<file path="src/rtl/stack_seq_pkg.sv">
package stack_seq_pkg;

    typedef enum logic [2:0] {
        OP_CALL, OP_RET, OP_IRQ, OP_RTI, OP_PHA, OP_PLA, OP_PHP, OP_PLP
    } seq_op_t;

    typedef enum logic [3:0] {
        ST_IDLE, ST_PUSH_HI, ST_PUSH_LO, ST_PUSH_ST, ST_PUSH_A,
        ST_POP_ST, ST_POP_LO, ST_POP_HI, ST_POP_A, ST_SET_I, ST_VECTOR
    } seq_state_t;

    localparam int NUM_OPS = 8;

endpackage

</file>
<file path="src/rtl/stack_req_decode.sv">
module stack_req_decode
    import stack_seq_pkg::*;
#(
    parameter int N_REQ = NUM_OPS
) (
    input  logic [N_REQ-1:0] req,
    output logic             valid,
    output seq_op_t          op
);
    always_comb begin
        op    = OP_CALL;
        valid = (req != '0) && $onehot(req);
        for (int i = 0; i < N_REQ; i++) begin
            if (req[i]) op = seq_op_t'(i);
        end
    end
endmodule

</file>
<file path="src/rtl/stack_ptr.sv">
module stack_ptr #(
    parameter int PTR_W  = 8,
    parameter int ADDR_W = 16
) (
    input  logic              clk,
    input  logic              rst,
    input  logic              dec,
    input  logic              inc,
    input  logic              page,
    output logic [PTR_W-1:0]  sp,
    output logic [ADDR_W-1:0] push_addr,
    output logic [ADDR_W-1:0] pop_addr
);
    localparam int HI_PAD = ADDR_W - PTR_W - 1;

    always_ff @(posedge clk) begin
        if (rst)      sp <= '1;
        else if (dec) sp <= sp - PTR_W'(1);
        else if (inc) sp <= sp + PTR_W'(1);
    end

    always_comb begin
        push_addr = {{HI_PAD{1'b0}}, page, sp};
        pop_addr  = {{HI_PAD{1'b0}}, page, sp + PTR_W'(1)};
    end

    // wrap in both directions
    p_wrap_down_r10: assert property (@(posedge clk) disable iff (rst)
        (dec && sp == '0) |=> sp == '1);
    p_wrap_up_r10: assert property (@(posedge clk) disable iff (rst)
        (inc && !dec && sp == '1) |=> sp == '0);
endmodule

</file>
<file path="src/rtl/stack_seq.sv">
module stack_seq
    import stack_seq_pkg::*;
#(
    parameter int PTR_W   = 8,
    parameter int ADDR_W  = 16,
    parameter int DATA_W  = 8,
    parameter int BRK_BIT = 4
) (
    input  logic                clk,
    input  logic                rst,
    input  logic [NUM_OPS-1:0]  req,
    input  logic                brk,
    input  logic                page_sel,
    input  logic [2*DATA_W-1:0] pc_in,
    input  logic [DATA_W-1:0]   acc_in,
    input  logic [DATA_W-1:0]   stat_in,
    input  logic [DATA_W-1:0]   mem_rdata,
    output logic                busy,
    output logic                mem_we,
    output logic                mem_re,
    output logic [ADDR_W-1:0]   mem_addr,
    output logic [DATA_W-1:0]   mem_wdata,
    output logic                pc_load,
    output logic [2*DATA_W-1:0] pc_out,
    output logic                acc_load,
    output logic [DATA_W-1:0]   acc_out,
    output logic                stat_load,
    output logic [DATA_W-1:0]   stat_out,
    output logic                set_idis,
    output logic                vec_req,
    output logic [PTR_W-1:0]    sp
);
    localparam int PC_W = 2 * DATA_W;
    localparam logic [DATA_W-1:0] BRK_MASK = DATA_W'(1) << BRK_BIT;

    seq_state_t state, nxt;
    seq_op_t    op_d, op_q;
    logic       req_ok, accept, sp_dec, sp_inc;
    logic [PC_W-1:0]   pc_q;
    logic [DATA_W-1:0] acc_q, st_q, lo_q;
    logic [ADDR_W-1:0] push_addr, pop_addr;

    stack_req_decode #(.N_REQ(NUM_OPS)) u_dec (
        .req(req), .valid(req_ok), .op(op_d)
    );

    stack_ptr #(.PTR_W(PTR_W), .ADDR_W(ADDR_W)) u_sp (
        .clk(clk), .rst(rst), .dec(sp_dec), .inc(sp_inc), .page(page_sel),
        .sp(sp), .push_addr(push_addr), .pop_addr(pop_addr)
    );

    assign accept = (state == ST_IDLE) && req_ok;

    // state register and captured operands
    always_ff @(posedge clk) begin
        if (rst) begin
            state <= ST_IDLE;
            op_q  <= OP_CALL;
            pc_q  <= '0;
            acc_q <= '0;
            st_q  <= '0;
            lo_q  <= '0;
        end else begin
            state <= nxt;
            if (accept) begin
                op_q  <= op_d;
                pc_q  <= pc_in;
                acc_q <= acc_in;
                if (op_d == OP_IRQ)
                    st_q <= brk ? (stat_in | BRK_MASK) : (stat_in & ~BRK_MASK);
                else
                    st_q <= stat_in;
            end
            if (state == ST_POP_LO) lo_q <= mem_rdata;
        end
    end

    // next state
    always_comb begin
        nxt = state;
        unique case (state)
            ST_IDLE: begin
                if (accept) begin
                    unique case (op_d)
                        OP_CALL, OP_IRQ: nxt = ST_PUSH_HI;
                        OP_RET:          nxt = ST_POP_LO;
                        OP_RTI, OP_PLP:  nxt = ST_POP_ST;
                        OP_PHA:          nxt = ST_PUSH_A;
                        OP_PHP:          nxt = ST_PUSH_ST;
                        OP_PLA:          nxt = ST_POP_A;
                        default:         nxt = ST_IDLE;
                    endcase
                end
            end
            ST_PUSH_HI: nxt = ST_PUSH_LO;
            ST_PUSH_LO: nxt = (op_q == OP_IRQ) ? ST_PUSH_ST : ST_IDLE;
            ST_PUSH_ST: nxt = (op_q == OP_IRQ) ? ST_SET_I : ST_IDLE;
            ST_SET_I:   nxt = ST_VECTOR;
            ST_POP_ST:  nxt = (op_q == OP_RTI) ? ST_POP_LO : ST_IDLE;
            ST_POP_LO:  nxt = ST_POP_HI;
            ST_VECTOR, ST_POP_HI, ST_POP_A, ST_PUSH_A: nxt = ST_IDLE;
            default:    nxt = ST_IDLE;
        endcase
    end

    // outputs
    always_comb begin
        mem_we    = 1'b0;
        mem_re    = 1'b0;
        mem_addr  = '0;
        mem_wdata = '0;
        pc_load   = 1'b0;
        acc_load  = 1'b0;
        stat_load = 1'b0;
        set_idis  = 1'b0;
        vec_req   = 1'b0;
        sp_dec    = 1'b0;
        sp_inc    = 1'b0;
        unique case (state)
            ST_PUSH_HI: begin
                mem_we = 1'b1; mem_addr = push_addr; sp_dec = 1'b1;
                mem_wdata = pc_q[PC_W-1:DATA_W];
            end
            ST_PUSH_LO: begin
                mem_we = 1'b1; mem_addr = push_addr; sp_dec = 1'b1;
                mem_wdata = pc_q[DATA_W-1:0];
            end
            ST_PUSH_ST: begin
                mem_we = 1'b1; mem_addr = push_addr; sp_dec = 1'b1;
                mem_wdata = st_q;
            end
            ST_PUSH_A: begin
                mem_we = 1'b1; mem_addr = push_addr; sp_dec = 1'b1;
                mem_wdata = acc_q;
            end
            ST_POP_ST: begin
                mem_re = 1'b1; mem_addr = pop_addr; sp_inc = 1'b1;
                stat_load = 1'b1;
            end
            ST_POP_LO: begin
                mem_re = 1'b1; mem_addr = pop_addr; sp_inc = 1'b1;
            end
            ST_POP_HI: begin
                mem_re = 1'b1; mem_addr = pop_addr; sp_inc = 1'b1;
                pc_load = 1'b1;
            end
            ST_POP_A: begin
                mem_re = 1'b1; mem_addr = pop_addr; sp_inc = 1'b1;
                acc_load = 1'b1;
            end
            ST_SET_I:  set_idis = 1'b1;
            ST_VECTOR: vec_req  = 1'b1;
            default: ;
        endcase
    end

    assign busy     = (state != ST_IDLE);
    assign pc_out   = {mem_rdata, lo_q};
    assign acc_out  = mem_rdata;
    assign stat_out = mem_rdata;

    // reset state
    p_reset_r1: assert property (@(posedge clk)
        rst |=> (sp == '1 && !busy && !mem_we && !mem_re));
    // address page
    p_page_r2: assert property (@(posedge clk) disable iff (rst)
        (mem_we || mem_re) |->
        (mem_addr[ADDR_W-1:PTR_W+1] == '0 && mem_addr[PTR_W] == page_sel));
    // every write steps the pointer down by one
    p_push_dec_r3: assert property (@(posedge clk) disable iff (rst)
        mem_we |=> sp == $past(sp) - PTR_W'(1));
    // every read steps the pointer up by one
    p_pop_inc_r4: assert property (@(posedge clk) disable iff (rst)
        mem_re |=> sp == $past(sp) + PTR_W'(1));
    // the return address is loaded in a read that follows another read
    p_pcload_r4: assert property (@(posedge clk) disable iff (rst)
        pc_load |-> ($past(mem_re) && mem_re));
    // vector request directly follows the disable-flag request
    p_vec_after_seti_r5: assert property (@(posedge clk) disable iff (rst)
        set_idis |=> (vec_req && !mem_we && !mem_re));
    // accepted request makes the block busy
    p_busy_accept_r9: assert property (@(posedge clk) disable iff (rst)
        accept |=> busy);
    // one access at a time
    p_one_strobe_r9: assert property (@(posedge clk) disable iff (rst)
        !(mem_we && mem_re));
    // malformed requests leave the block idle
    p_multi_ignored_r11: assert property (@(posedge clk) disable iff (rst)
        (!busy && !$onehot0(req)) |=> (!busy && $stable(sp)));
endmodule

</file>
<file path="config.mk">
export PLATFORM = sky130hd
export DESIGN_NAME = stack_seq
export DESIGN_NICKNAME = d
export VERILOG_FILES = /design/src/rtl/stack_seq_pkg.sv /design/src/rtl/stack_req_decode.sv /design/src/rtl/stack_ptr.sv /design/src/rtl/stack_seq.sv
export SDC_FILE = /design/constraint.sdc
export NUM_CORES = 1
export LEC_CHECK = 0
export BUFFER_PORTS_ARGS = -buffer_cell sky130_fd_sc_hd__buf_2
export CAP_MARGIN = 20
export CORE_AREA = 4 4 100 102
export CTS_CLUSTER_SIZE = 8
export DETAILED_ROUTE_END_ITERATION = 10
export DIE_AREA = 0 0 104 106
export HOLD_SLACK_MARGIN = 0.08
export PLACE_DENSITY = 0.73
export RECOVER_POWER = 100
export REMOVE_ABC_BUFFERS = 1
export SLEW_MARGIN = 10
export SYNTH_ARGS = -nofsm -noshare
export SYNTH_HDL_FRONTEND = slang
export SYNTH_SLANG_ARGS = --single-unit
</file>
<file path="constraint.sdc">
create_clock -name clk -period 3.1 [get_ports clk]
set_input_delay 0.155 -clock clk [delete_from_list [all_inputs] [get_ports clk]]
set_output_delay 0.155 -clock clk [all_outputs]
set_load 0.02 [all_outputs]
</file>
==> results.py, run 1 <==
metrics = {
    "run_status": {
        "outcome": "complete, no violations",
    },
    "placed_design": {
        "dp_hpwl_mm": 7.03,
        "gp_congestion": 0.845,
        "portBuffers": 116,
        "dp.cells": 646,
    },
    "worst_setup_path": {
        "cp_data_arrival_time_ps": 3220,
        "worstPathMaxFanout": 7,
        "criticalPathCategory": "in2reg",
        "start_kind": "input port",
        "endpoint_kind": "register",
        "r2r_cells": 5,
        "required_ps": 3250,
    },
    "timing": {
        "relSlewSlack_pct": 40.9,
        "rsz0062_at_grt": "yes",
        "finalCritPeriodShare_pct": 98.8,
        "period_minus_slack_ps": 3060,
        "whs_ps": 88.1,
        "hold_viol_final": 0,
        "fin_worst_skew_ps": 10.8,
        "setup_viol": 0,
        "maxSlewViolCount": 0,
        "fmax_ghz": 0.326,
        "tightest_slew_ps": 862,
    },
    "logic_synthesis": {
        "ys_warn_count": 0,
        "yosys.cell_types.count": 64,
        "yosys-top-cells-area": "dfxtp_1, nand2_1, a21oi_1, buf_4, ha_1",
        "synth_top_area_share_pct": 30.6,
        "synth_seq_cells": 55,
        "synth_commonest_cells": "nand2_1, dfxtp_1, a21oi_1, buf_4, inv_1",
        "synthesis.area_mm2": 0.00360,
        "ys.flop_type": "dfxtp_1",
        "yosysMostFrequentCell": "nand2_1",
        "ys_seq_area_share_pct": 30.6,
        "yosys.area.top_type": "dfxtp_1",
        "avgSynthCellArea_um2": 7.85,
        "synth-async-reset-ratio_pct": 0,
        "synth-edff-count": 0,
        "synthesis.instances": 458,
    },
    "clock_tree": {
        "h-tree-depth": 2,
        "cts_sinks": 55,
        "clk_pin_slew_ps": 100,
        "cts_root_buffer": "clkbuf_8",
        "cts_tree": "done",
        "clkLatencyLatePin_ps": 300,
        "cts_buffers": 5,
        "clockBufferDepth": 2,
    },
    "floorplan": {
        "initial_utilization_pct": 39.5,
        "io-pin-count": 124,
        "rows": 35,
        "fp.coreArea_mm2": 0.00911,
        "die_x_um": 104,
        "die-area_mm2": 0.0110,
        "fp.dieH_um": 106,
    },
    "finish": {
        "layout.cells.non_filler": 671,
        "nFillCells": 915,
        "diodes": 0,
        "nets": 632,
        "layout-drive-gt1-share_pct": 23.9,
        "syn_to_final_growth_pct": 25.6,
    },
    "global_routing": {
        "grt_use_total_pct": 16.7,
        "antenna_found_initial": 0,
        "grt_max_degree": 34,
        "grt_pass1_wl_mm": 15.7,
        "grt_pass1_vias": 3428,
        "globalRouteOverflowTotal": 0,
    },
    "min_path": {
        "hold-path-cell-count": 3,
        "hold_class": "in2reg",
    },
    "power_and_ir_drop": {
        "ir_drop_mv": 0.650,
        "power_leakage_uw": 0.00183,
        "power_density_mw_per_mm2": 755,
    },
    "detailed_routing": {
        "num_vias": 3477,
        "antenna_left": 0,
        "drtPass1Iterations": 4,
        "post-route-drc-count": 0,
        "drt-initial-drc-count": 170,
        "drt-wirelength-per-cell_um": 14.8,
        "wl_mm": 9.90,
        "viasPerCell": 5.18,
    },
    "run": {
        "drv_cap": 0,
    },
}
[repair_timing]
action / in CTS / in global routing
gates resized for setup: 1 / 57
cloned: 0 / 3
pin swaps: 0 / 15
endpoints found under the setup margin: 32 / 39
endpoints found under the hold margin: 14 / 0
buffers inserted: 0 / 1
hold buffers: 14 / 0
[per-layer routing]
metal / vias up / GRT usage, % / wire, um
li1: 1726 / - / -
met1: 1632 / 20.5 / 4150
met2: 112 / 30.0 / 5050
met3: 7 / 3.46 / 628
met4: 0 / 3.61 / 67
met5: - / 0 / 0
[registers in the layout, summed over array words and instances (netlist names)]
signal and cells:
st_q 8, state 4, lo_q 8, u_sp.sp 8
op_q 3, pc_q 16, acc_q 8
[path summary, 6_finish.rpt]
kind              slack (ps)          to  startpoint
setup reg to reg         720  u_sp.sp[3]    state[0]
hold reg to reg          460     pc_q[3]     pc_q[3]
hold / removal            90    acc_q[7]   acc_in[7]
setup / recovery          40     op_q[0]      req[2]
[kinds of logic after synthesis]
kind of cell | synth area share, %
buffers and inverters | 13.8
DFF | 30.6
xor gates and xnor gates | 0.244
AOI/OAI and AO/OA | 20.5
muxes | 3.97
other | 0.104
adders and majority gates | 7.79
and+or+nand+nor | 23.0
[worst max-delay path, stage by stage]
cell and delay, ps:
buf_6 100, inv_4 40, ha_4 260, inv_2 30, fa_2 380, fa_1 520, inv_1 50, ha_2 180
fa_1 470, nor4b_2 280, buf_4 160, and3_4 280, buf_6 170, buf_6 100, a211oi_2 60
[report_power, final]
part           leakage (uW)  switching, uW  internal [uW]
Combinational       0.00133           1180            761
Clock             0.0000502            232            237
Sequential         0.000446            151            848
Total               0.00183           1560           1850
[per-stage QoR]
| step | util (%) | power (uW) | worst slack, ps | TNS, ps | cell area, um^2 |
|---|---|---|---|---|---|
| floorplan | - | 2170 | -580 | -17370 | 3220 |
| finish | 49.6 | 3410 | 37.0 | 0 | 4520 |
| detailed placement | 44.8 | 2800 | -364 | -12500 | 4080 |
| global route | 49.6 | 3670 | -66.7 | -674 | 4520 |
| global placement | 44.8 | 2740 | -271 | -9300 | 4080 |
| CTS | 47.6 | 3300 | 5.99 | 0 | 4330 |
[final cells by class]
type	instances	area, um^2	share of cell area (%)
clock buffers	5	68.8	1.52
flip-flops and latches	55	1100	24.4
well taps	111	139	3.08
multi-input cells	323	2170	48.0
inverters	25	96.3	2.13
repair buffers	150	907	20.1
clock inverters	2	37.5	0.831
[cell usage in the layout (no fill, tap or decap), types with 6 or more instances in the layout]
cell type	count
nand2_1	84
a22oi_1	9
o22ai_1	6
buf_2	49
dfxtp_1	55
conb_1	7
dlygate4sd3_1	14
nor2_1	15
inv_1	16
nand3_1	8
a21oi_1	39
ha_1	10
nand2b_1	6
buf_4	15
mux2i_1	13
o21ai_0	13
clkbuf_1	58
a21oi_2	12
inv_2	7
nor2b_1	11
(Power assumes the default switching activity.)
==> inputs of run 2 (changes only) <==
Settings changed: BUFFER_PORTS_ARGS -buffer_cell sky130_fd_sc_hd__buf_2 to default, DONT_BUFFER_PORTS from default to 1, PLACE_DENSITY 0.73 to 0.61.
==> results.py, run 2 (synthesis results as in run 1) <==
metrics = {
    "timing": {
        "fmax_ghz": 0.340,
        "finalCritPeriodShare_pct": 95.0,
        "relSlewSlack_pct": 45.4,
        "period_minus_slack_ps": 2940,
        "setup_tns_ps": 0,
        "setup_viol": 0,
        "hold_viol_final": 0,
        "maxSlewViolCount": 0,
        "fin_worst_skew_ps": 9.02,
        "tightest_slew_ps": 818,
        "rsz0062_at_grt": "yes",
    },
    "detailed_routing": {
        "wl_mm": 9.22,
        "antenna_left": 0,
        "drtPass1Iterations": 4,
        "drt-wirelength-per-cell_um": 15.9,
        "num_vias": 3145,
        "viasPerCell": 5.41,
        "drt-initial-drc-count": 202,
        "post-route-drc-count": 0,
    },
    "floorplan": {
        "initial_utilization_pct": 39.5,
        "fp.coreArea_mm2": 0.00911,
        "die-area_mm2": 0.0110,
        "fp.dieH_um": 106,
        "io-pin-count": 124,
        "rows": 35,
        "die_x_um": 104,
    },
    "finish": {
        "mostFrequentLayoutCells": "nand2_1, dfxtp_1, a21oi_1",
        "largest-register": "pc_q",
        "fin_area_mm2": 0.00405,
        "nFillCells": 917,
        "final_common_cell": "nand2_1",
        "syn_to_final_growth_pct": 12.7,
        "diodes": 0,
        "largest_reg_flops": 16,
        "layout-drive-gt1-share_pct": 7.45,
        "multi_input_area_mm2": 0.00203,
        "seqCellArea_mm2": 0.00110,
        "nets": 541,
    },
    "global_routing": {
        "globalRouteOverflowTotal": 0,
        "grt_pass1_vias": 3083,
        "antenna_found_initial": 0,
        "grt_use_total_pct": 16.3,
        "grt_max_degree": 58,
        "grt_pass1_wl_mm": 15.1,
    },
    "placed_design": {
        "dpl_cell_area_mm2": 0.00349,
        "portBuffers": 0,
        "gp_congestion": 0.826,
        "dp_hpwl_mm": 6.24,
    },
    "worst_setup_path": {
        "start_kind": "input port",
        "cp_data_arrival_time_ps": 3160,
        "worstPathMaxFanout": 13,
        "required_ps": 3320,
        "endpoint_kind": "register",
        "criticalPathCategory": "in2reg",
    },
    "min_path": {
        "hold_class": "in2reg",
    },
    "run_status": {
        "outcome": "complete, no violations",
    },
    "clock_tree": {
        "clk_pin_slew_ps": 100,
        "cts_tree": "done",
        "h-tree-depth": 2,
        "cts_buffers": 5,
        "cts_root_buffer": "clkbuf_8",
        "cts_sinks": 55,
        "clockBufferDepth": 2,
        "clkLatencyLatePin_ps": 300,
    },
    "power_and_ir_drop": {
        "ir_drop_mv": 0.259,
        "power_leakage_uw": 0.00159,
        "power_density_mw_per_mm2": 763,
    },
    "run": {
        "drv_cap": 0,
    },
}
[run 2: cell types whose count changed in the layout (fill, tap and decap cells not counted), sizes merged]
cell         delta
clkbuf         -55
buf            -62
bufinv          -1
clkinv          +1
dlygate4sd3    +27
[run 2: what timing repair did]
action                                  4_1_cts  5_1_grt
setup buffers                                 0        1
hold buffers                                 42        0
endpoints found under the setup margin        0       25
endpoints found under the hold margin        55        0
resized for setup                             0        3
[run 2: worst max-delay path, stage by stage]
cell and delay, ps:
ha_1 200, fa_1 530, inv_1 60, fa_1 530
inv_1 50, ha_1 200, fa_1 450, nor4b_2 220
buf_4 160, and3_4 240, buf_12 150, nor2_1 40
a211oi_1 190
[run 2: metrics by stage]
step,std cells,utilization [%],hold slack [ps],setup slack [ps],total power (uW)
6_report,581,44.5,151,155,3090
3_5_place_dp,529,38.4,237,-284,2590
3_3_place_gp,529,38.4,234,-174,2560
4_1_cts,579,44.2,124,34.4,3080
5_1_grt,581,44.5,149,-6.63,3330
2_1_floorplan,403,-,224,-580,2170
[run 2: worst paths after layout]
path / startpoint / to / slack [ps] / cells after the start
worst min register to register: pc_q[12] / pc_q[12] / 460 / 2
worst max register to register: state[2] / u_sp.sp[6] / 780 / 6
worst max-delay path: req[6] / op_q[2] / 160 / 13
worst min-delay path: req[7] / st_q[4] / 150 / 3
[run 2: layout make-up]
| class | count | share of cell area [%] |
|---|---|---|
| clock inverter | 2 | 0.401 |
| sequential | 55 | 27.2 |
| tap | 111 | 3.43 |
| timing repair buffer | 59 | 14.5 |
| clock buffer | 6 | 2.04 |
| inverter | 25 | 2.31 |
| multi-input combinational | 323 | 50.1 |
[run 2: per-layer routing]
metal	part of all wire (%)	up-vias	GRT usage [%]
met5	0	-	0
met1	45	1467	21.2
met3	6.6	12	3.83
li1	-	1551	-
met2	47	115	27.0
met4	1.7	0	4.75
[run 2: report_power, final]
part	internal [uW]	switching, uW	total (uW)
combinational	613	1030	1640
clock	183	241	424
sequential	847	181	1030
